`src/rtl/irqPollPkg.sv`:
```
package irqPollPkg;
  // strobes from control to datapath
  typedef struct packed {
    logic capture;  // latch the request flags
    logic issue;    // launch the call for the current winner
  } pollStrb_t;
endpackage

```
`src/rtl/irqPollData.sv`:
```
module irqPollData
  import irqPollPkg::*;
#(
  parameter int NUM_SRC  = 8,
  parameter int LEVELS   = 4,
  parameter int VEC_W    = 16,
  parameter int VEC_BASE = 3,
  localparam int IDX_W   = $clog2(NUM_SRC),
  localparam int LVL_W   = $clog2(LEVELS)
) (
  input  logic                     clk,
  input  logic                     rstN,
  input  pollStrb_t                strb,
  input  logic [NUM_SRC-1:0]       reqFlags,
  input  logic [NUM_SRC-1:0]       srcEn,
  input  logic                     globalEn,
  input  logic [NUM_SRC*LVL_W-1:0] prio,
  output logic                     winValid,
  output logic [LVL_W-1:0]         winLvl,
  output logic                     callReq,
  output logic [IDX_W-1:0]         callIdx,
  output logic [VEC_W-1:0]         callVec
);
  logic [NUM_SRC-1:0] snapReg;
  logic [NUM_SRC-1:0] cand;
  logic [IDX_W-1:0]   winIdx;

  genvar g;
  generate
    for (g = 0; g < NUM_SRC; g++) begin : g_cand
      assign cand[g] = snapReg[g] & srcEn[g] & globalEn;
    end
  endgenerate

  // descending scan with >= so the lowest index wins a tie
  always_comb begin
    winValid = 1'b0;
    winLvl   = '0;
    winIdx   = '0;
    for (int i = NUM_SRC - 1; i >= 0; i--) begin
      if (cand[i] && (!winValid || prio[i*LVL_W +: LVL_W] >= winLvl)) begin
        winValid = 1'b1;
        winLvl   = prio[i*LVL_W +: LVL_W];
        winIdx   = IDX_W'(i);
      end
    end
  end

  always_ff @(posedge clk) begin
    if (!rstN) begin
      snapReg <= '0;
      callReq <= 1'b0;
      callIdx <= '0;
    end else begin
      if (strb.capture) snapReg <= reqFlags;
      callReq <= strb.issue;
      if (strb.issue) callIdx <= winIdx;
    end
  end

  assign callVec = VEC_W'(VEC_BASE) + (VEC_W'(callIdx) << 3);


  snap_source_chk: assert property (@(posedge clk) disable iff (!rstN)
    callReq |-> ((($past(snapReg)) >> callIdx) & NUM_SRC'(1)) != '0);

  enabled_source_chk: assert property (@(posedge clk) disable iff (!rstN)
    callReq |-> $past(globalEn) && ((($past(srcEn)) >> callIdx) & NUM_SRC'(1)) != '0);
endmodule

```
`src/rtl/irqPollCtrl.sv`:
```
module irqPollCtrl
  import irqPollPkg::*;
#(
  parameter int LEVELS = 4,
  localparam int LVL_W = $clog2(LEVELS)
) (
  input  logic             clk,
  input  logic             rstN,
  input  logic             sampleStb,
  input  logic             lastCycle,
  input  logic             retiNow,
  input  logic             ctlWrNow,
  input  logic             winValid,
  input  logic [LVL_W-1:0] winLvl,
  output pollStrb_t        strb
);
  logic [LEVELS-1:0] inSvc;
  logic [LEVELS-1:0] topMask;
  logic              guard;
  logic              evtNow;
  logic              svcBlock;
  logic              retire;

  assign evtNow   = retiNow | ctlWrNow;
  assign svcBlock = (inSvc >> winLvl) != '0;
  assign retire   = sampleStb & lastCycle & retiNow;

  assign strb.capture = sampleStb;
  assign strb.issue   = sampleStb & lastCycle & ~evtNow & ~guard & winValid & ~svcBlock;

  always_comb begin
    topMask = '0;
    for (int k = 0; k < LEVELS; k++) begin
      if (inSvc[k]) topMask = LEVELS'(1) << k;
    end
  end

  always_ff @(posedge clk) begin
    if (!rstN) begin
      inSvc <= '0;
      guard <= 1'b0;
    end else begin
      if (strb.issue)  inSvc <= inSvc | (LEVELS'(1) << winLvl);
      else if (retire) inSvc <= inSvc & ~topMask;
      if (sampleStb && lastCycle) guard <= evtNow;
    end
  end


  final_cycle_chk: assert property (@(posedge clk) disable iff (!rstN)
    strb.issue |-> lastCycle);

  no_event_issue_chk: assert property (@(posedge clk) disable iff (!rstN)
    strb.issue |-> !retiNow && !ctlWrNow);

  guard_after_event_chk: assert property (@(posedge clk) disable iff (!rstN)
    (sampleStb && lastCycle && evtNow) |=> !strb.issue);

  svc_set_chk: assert property (@(posedge clk) disable iff (!rstN)
    strb.issue |=> $countones(inSvc) == $past($countones(inSvc)) + 1);

  svc_clear_chk: assert property (@(posedge clk) disable iff (!rstN)
    (retire && inSvc != '0) |=> $countones(inSvc) == $past($countones(inSvc)) - 1);
endmodule

```
`src/rtl/irqPollArbiter.sv`:
```
module irqPollArbiter
  import irqPollPkg::*;
#(
  parameter int NUM_SRC  = 8,
  parameter int LEVELS   = 4,
  parameter int VEC_W    = 16,
  parameter int VEC_BASE = 3,
  localparam int IDX_W   = $clog2(NUM_SRC),
  localparam int LVL_W   = $clog2(LEVELS)
) (
  input  logic                     clk,
  input  logic                     rstN,
  input  logic [NUM_SRC-1:0]       reqFlags,
  input  logic [NUM_SRC-1:0]       srcEn,
  input  logic                     globalEn,
  input  logic [NUM_SRC*LVL_W-1:0] prio,
  input  logic                     sampleStb,
  input  logic                     lastCycle,
  input  logic                     retiNow,
  input  logic                     ctlWrNow,
  output logic                     callReq,
  output logic [IDX_W-1:0]         callIdx,
  output logic [VEC_W-1:0]         callVec
);
  pollStrb_t        strb;
  logic             winValid;
  logic [LVL_W-1:0] winLvl;

  irqPollCtrl #(.LEVELS(LEVELS)) uCtrl (
    .clk(clk), .rstN(rstN), .sampleStb(sampleStb), .lastCycle(lastCycle),
    .retiNow(retiNow), .ctlWrNow(ctlWrNow), .winValid(winValid),
    .winLvl(winLvl), .strb(strb)
  );

  irqPollData #(.NUM_SRC(NUM_SRC), .LEVELS(LEVELS), .VEC_W(VEC_W),
                .VEC_BASE(VEC_BASE)) uData (
    .clk(clk), .rstN(rstN), .strb(strb), .reqFlags(reqFlags), .srcEn(srcEn),
    .globalEn(globalEn), .prio(prio), .winValid(winValid), .winLvl(winLvl),
    .callReq(callReq), .callIdx(callIdx), .callVec(callVec)
  );


  pulse_after_strobe_chk: assert property (@(posedge clk) disable iff (!rstN)
    callReq |-> $past(sampleStb));
endmodule

```
`config.mk`:
```
export PLATFORM = sky130hd
export DESIGN_NAME = irqPollArbiter
export DESIGN_NICKNAME = d
export VERILOG_FILES = /design/src/rtl/irqPollPkg.sv /design/src/rtl/irqPollData.sv /design/src/rtl/irqPollCtrl.sv /design/src/rtl/irqPollArbiter.sv
export SDC_FILE = /design/constraint.sdc
export NUM_CORES = 1
export LEC_CHECK = 0
export ABC_AREA = 1
export BUFFER_PORTS_ARGS = -buffer_cell sky130_fd_sc_hd__buf_2
export CAP_MARGIN = 20
export CORE_MARGIN = 2
export CORE_UTILIZATION = 55
export DETAILED_ROUTE_END_ITERATION = 10
export PLACE_DENSITY_LB_ADDON = 0.08
export SLEW_MARGIN = 20
export SYNTH_ARGS = -nofsm -noshare
export SYNTH_HDL_FRONTEND = slang
export SYNTH_SLANG_ARGS = --single-unit
export TNS_END_PERCENT = 10
```
`constraint.sdc`:
```
create_clock -name clk -period 17.81 [get_ports clk]
set_clock_uncertainty 0.2 [all_clocks]
set_input_delay 3.562 -clock clk [delete_from_list [all_inputs] [get_ports clk]]
set_output_delay 3.562 -clock clk [all_outputs]
set_load 0.03 [all_outputs]
```
==> results.toml <==
[status]
run_status = "finished clean"

[synth]
netlist.area_leader.share_pct = 18.1
synth_area_sq_um = 1880
netlist_instances = 275
synth_cell_type_count = 33
synth.ff_latch_count = 17
synth.most_common_cell = "nand2_1"
synth.largest_area_cell = "dfxtp_1"
synth.top_cells.by_area = "dfxtp_1, nand2_1, ha_1"
synthArstFlopShare_pct = 0
synth_warnings = 0
synth_edf_count = 0
ys.flop_type = "dfxtp_1"
synth_commonest_cells = "nand2_1, inv_1, nand3_1"
syn_avg_cell_area_sq_um = 6.82
synth-seq-area-share_pct = 18.1

[setup_path]
crit_top_cell = "nand2_1"
path_buf_inv = 11
arrival_ns = 11.12
critPathMaxStageDelay_ns = 0.29
reg2reg_depth = 63
cp.depth = 64
r2r-start = "uData.snapReg[7]$_SDFFE_PN0P_"
critical_path_peak_fanout = 8
cp_top_family = "simple AND/OR/NAND/NOR gates"
reg2reg_to = "uCtrl.inSvc[2]$_SDFFE_PN0P_"
end_kind = "register"
crit_path_start_kind = "input port"
critPathKind = "input port to register"
slowest_stage = "o21ai_0"
required_ns = 17.85
r2r_slack_ns = 9.85

[power]
power.density_nw_per_um2 = 48.5
p_total_mw = 0.101
ir_drop_uv = 37.2
leakage_nw = 1.15

[global_route]
grt_antenna_before_repair = 0
grt.total_usage_pct = 20.9
grt_max_degree = 17
grt_pass1_wl_mm = 6.71
first_global_vias = 1590
grt.overflow.total = 0

[layout]
diodes = 0
area_growth_pct = 11.3
fin_util_pct = 63.0
multiInputGateArea_sq_um = 1280
fill_cells = 370
layout-drive-gt1-share_pct = 31.6
regArea_sq_um = 340
num-nets-final = 370

[sta]
timing.final.crit_share_pct = 62.3
post-route-min-period_ns = 11.09
report.final.slew_viol_count = 0
report.final.hold_viol_count = 0
max_freq_mhz = 90.2
setup_slack_ns = 6.72
setup_violations = 0
rsz0062_at_grt = "no"
fin_tns_setup_ns = 0

[floorplanning]
fp.dieW_um = 62.4
dieArea_sq_um = 3890
ios = 59
num_rows = 21
core_sq_um = 3310
fp.dieH_um = 62.4
initial_utilization_pct = 56.7

[hold_path]
hold_path_class = "register to register"
min_from = "uCtrl.inSvc[0]$_SDFFE_PN0P_"
hold_end = "uCtrl.inSvc[0]$_SDFFE_PN0P_"
hold_depth = 2

[detailed_routing]
dr.pass1.iters = 4
antenna_left = 0
via_count = 1732
drtIter0Drc = 75
vias_per_cell = 4.78
wire_per_inst_um = 10.5
wirelength_mm = 3.80
drc = 0

[placed_design]
dp_slack_ns = 6.33
portBuffers = 45
dpl.hpwl_mm = 3.22
place_congestion = 0.841

[clocking]
clkSinkCount = 17
clk_pin_slew_ns = 0.10
cts_tree = "done"
cts_hold_buffers = 0
cts-root-buf = "clkbuf_4"
worstSkewPairLatency_ns = 0.29
cts_resized = 0
clk_path_buf_depth = 2
cts_buffers = 3
htree_levels = 1
post_cts_buffers = 0

[run]
max_cap_violations = 0
## worst reg2reg max path: cells and delay by family (launching register included)
| kind | cells | cell delay, ns |
|---|---|---|
| and+or+nand+nor | 37 | 3.36 |
| AOI/OAI and AO/OA | 9 | 1.42 |
| DFF | 1 | 0.39 |
| buffers and inverters | 10 | 0.81 |
| adders and majority gates | 7 | 1.73 |
## state kept, by name, summed over array words and instances, names as in the netlist
signal,cells
uCtrl.guard,1
uCtrl.inSvc,4
uData.callIdx,3
uData.callReq,1
uData.snapReg,8
## kinds of logic after synthesis
| family | count (synthesis) | share of synthesized area (%) |
|---|---|---|
| and+or+nand+nor | 145 | 43.8 |
| buffers and inverters | 60 | 15.9 |
| AOI/OAI and AO/OA | 37 | 12.4 |
| DFF | 17 | 18.1 |
| adders and majority gates | 14 | 9.34 |
| other | 2 | 0.400 |
## how the worst max path moves through the flow
stage,from,slack (ns),to
2_1_floorplan,globalEn,7.20,uCtrl.inSvc[1]$_SDFFE_PN0P_
3_3_place_gp,globalEn,6.51,uCtrl.inSvc[1]$_SDFFE_PN0P_
3_5_place_dp,globalEn,6.33,uCtrl.inSvc[0]$_SDFFE_PN0P_
4_1_cts,globalEn,6.66,uCtrl.inSvc[0]$_SDFFE_PN0P_
5_1_grt,globalEn,5.83,uCtrl.inSvc[0]$_SDFFE_PN0P_
6_report,globalEn,6.72,uCtrl.inSvc[2]$_SDFFE_PN0P_
## layout by cell type (no fill, tap or decap), types with 2 or more instances in the layout
cell and n:
a21oi_1 9, ha_1 14, nor2_1 21, nand2_2 14
o21ai_0 18, conb_1 13, buf_2 45, a21oi_2 3
nor2_4 2, nand2_4 5, a31oi_1 2, nand2_1 50
clkbuf_4 3, nor2_2 3, nand3_4 3, inv_1 35
inv_2 5, nand3_2 11, nand3_1 27, and2_1 2
or2_1 2, nand3b_1 2, dfxtp_1 17
## routing by layer
| layer | vias up | track usage [%] | wire, um |
|---|---|---|---|
| met5 | - | 0 | 0 |
| met4 | 0 | 6.94 | 17 |
| met3 | 2 | 2.34 | 233 |
| met2 | 47 | 33.6 | 1680 |
| met1 | 746 | 29.3 | 1870 |
| li1 | 937 | - | - |
## final cells by class
| type | count | share of cell area [%] |
|---|---|---|
| tap | 46 | 2.76 |
| clock buffer | 4 | 1.26 |
| inverter | 41 | 7.61 |
| timing repair buffer | 45 | 10.8 |
| sequential | 17 | 16.3 |
| multi-input combinational | 209 | 61.3 |
## report_power, final
group	switching, mW	internal (mW)
Sequential	0.000931	0.0397
Combinational	0.0255	0.0138
Clock	0.0125	0.00871
Total	0.0389	0.0622
## metrics by stage
| step | cell area, sq um | std cells | hold slack (ns) |
|---|---|---|---|
| 2_1_floorplan | 1920 | 286 | 0.262 |
| 3_3_place_gp | 2060 | 358 | 0.279 |
| 3_5_place_dp | 2060 | 358 | 0.286 |
| 4_1_cts | 2090 | 362 | 0.308 |
| 5_1_grt | 2090 | 362 | 0.333 |
| 6_report | 2090 | 362 | 0.301 |
(Power assumes the default switching activity.)
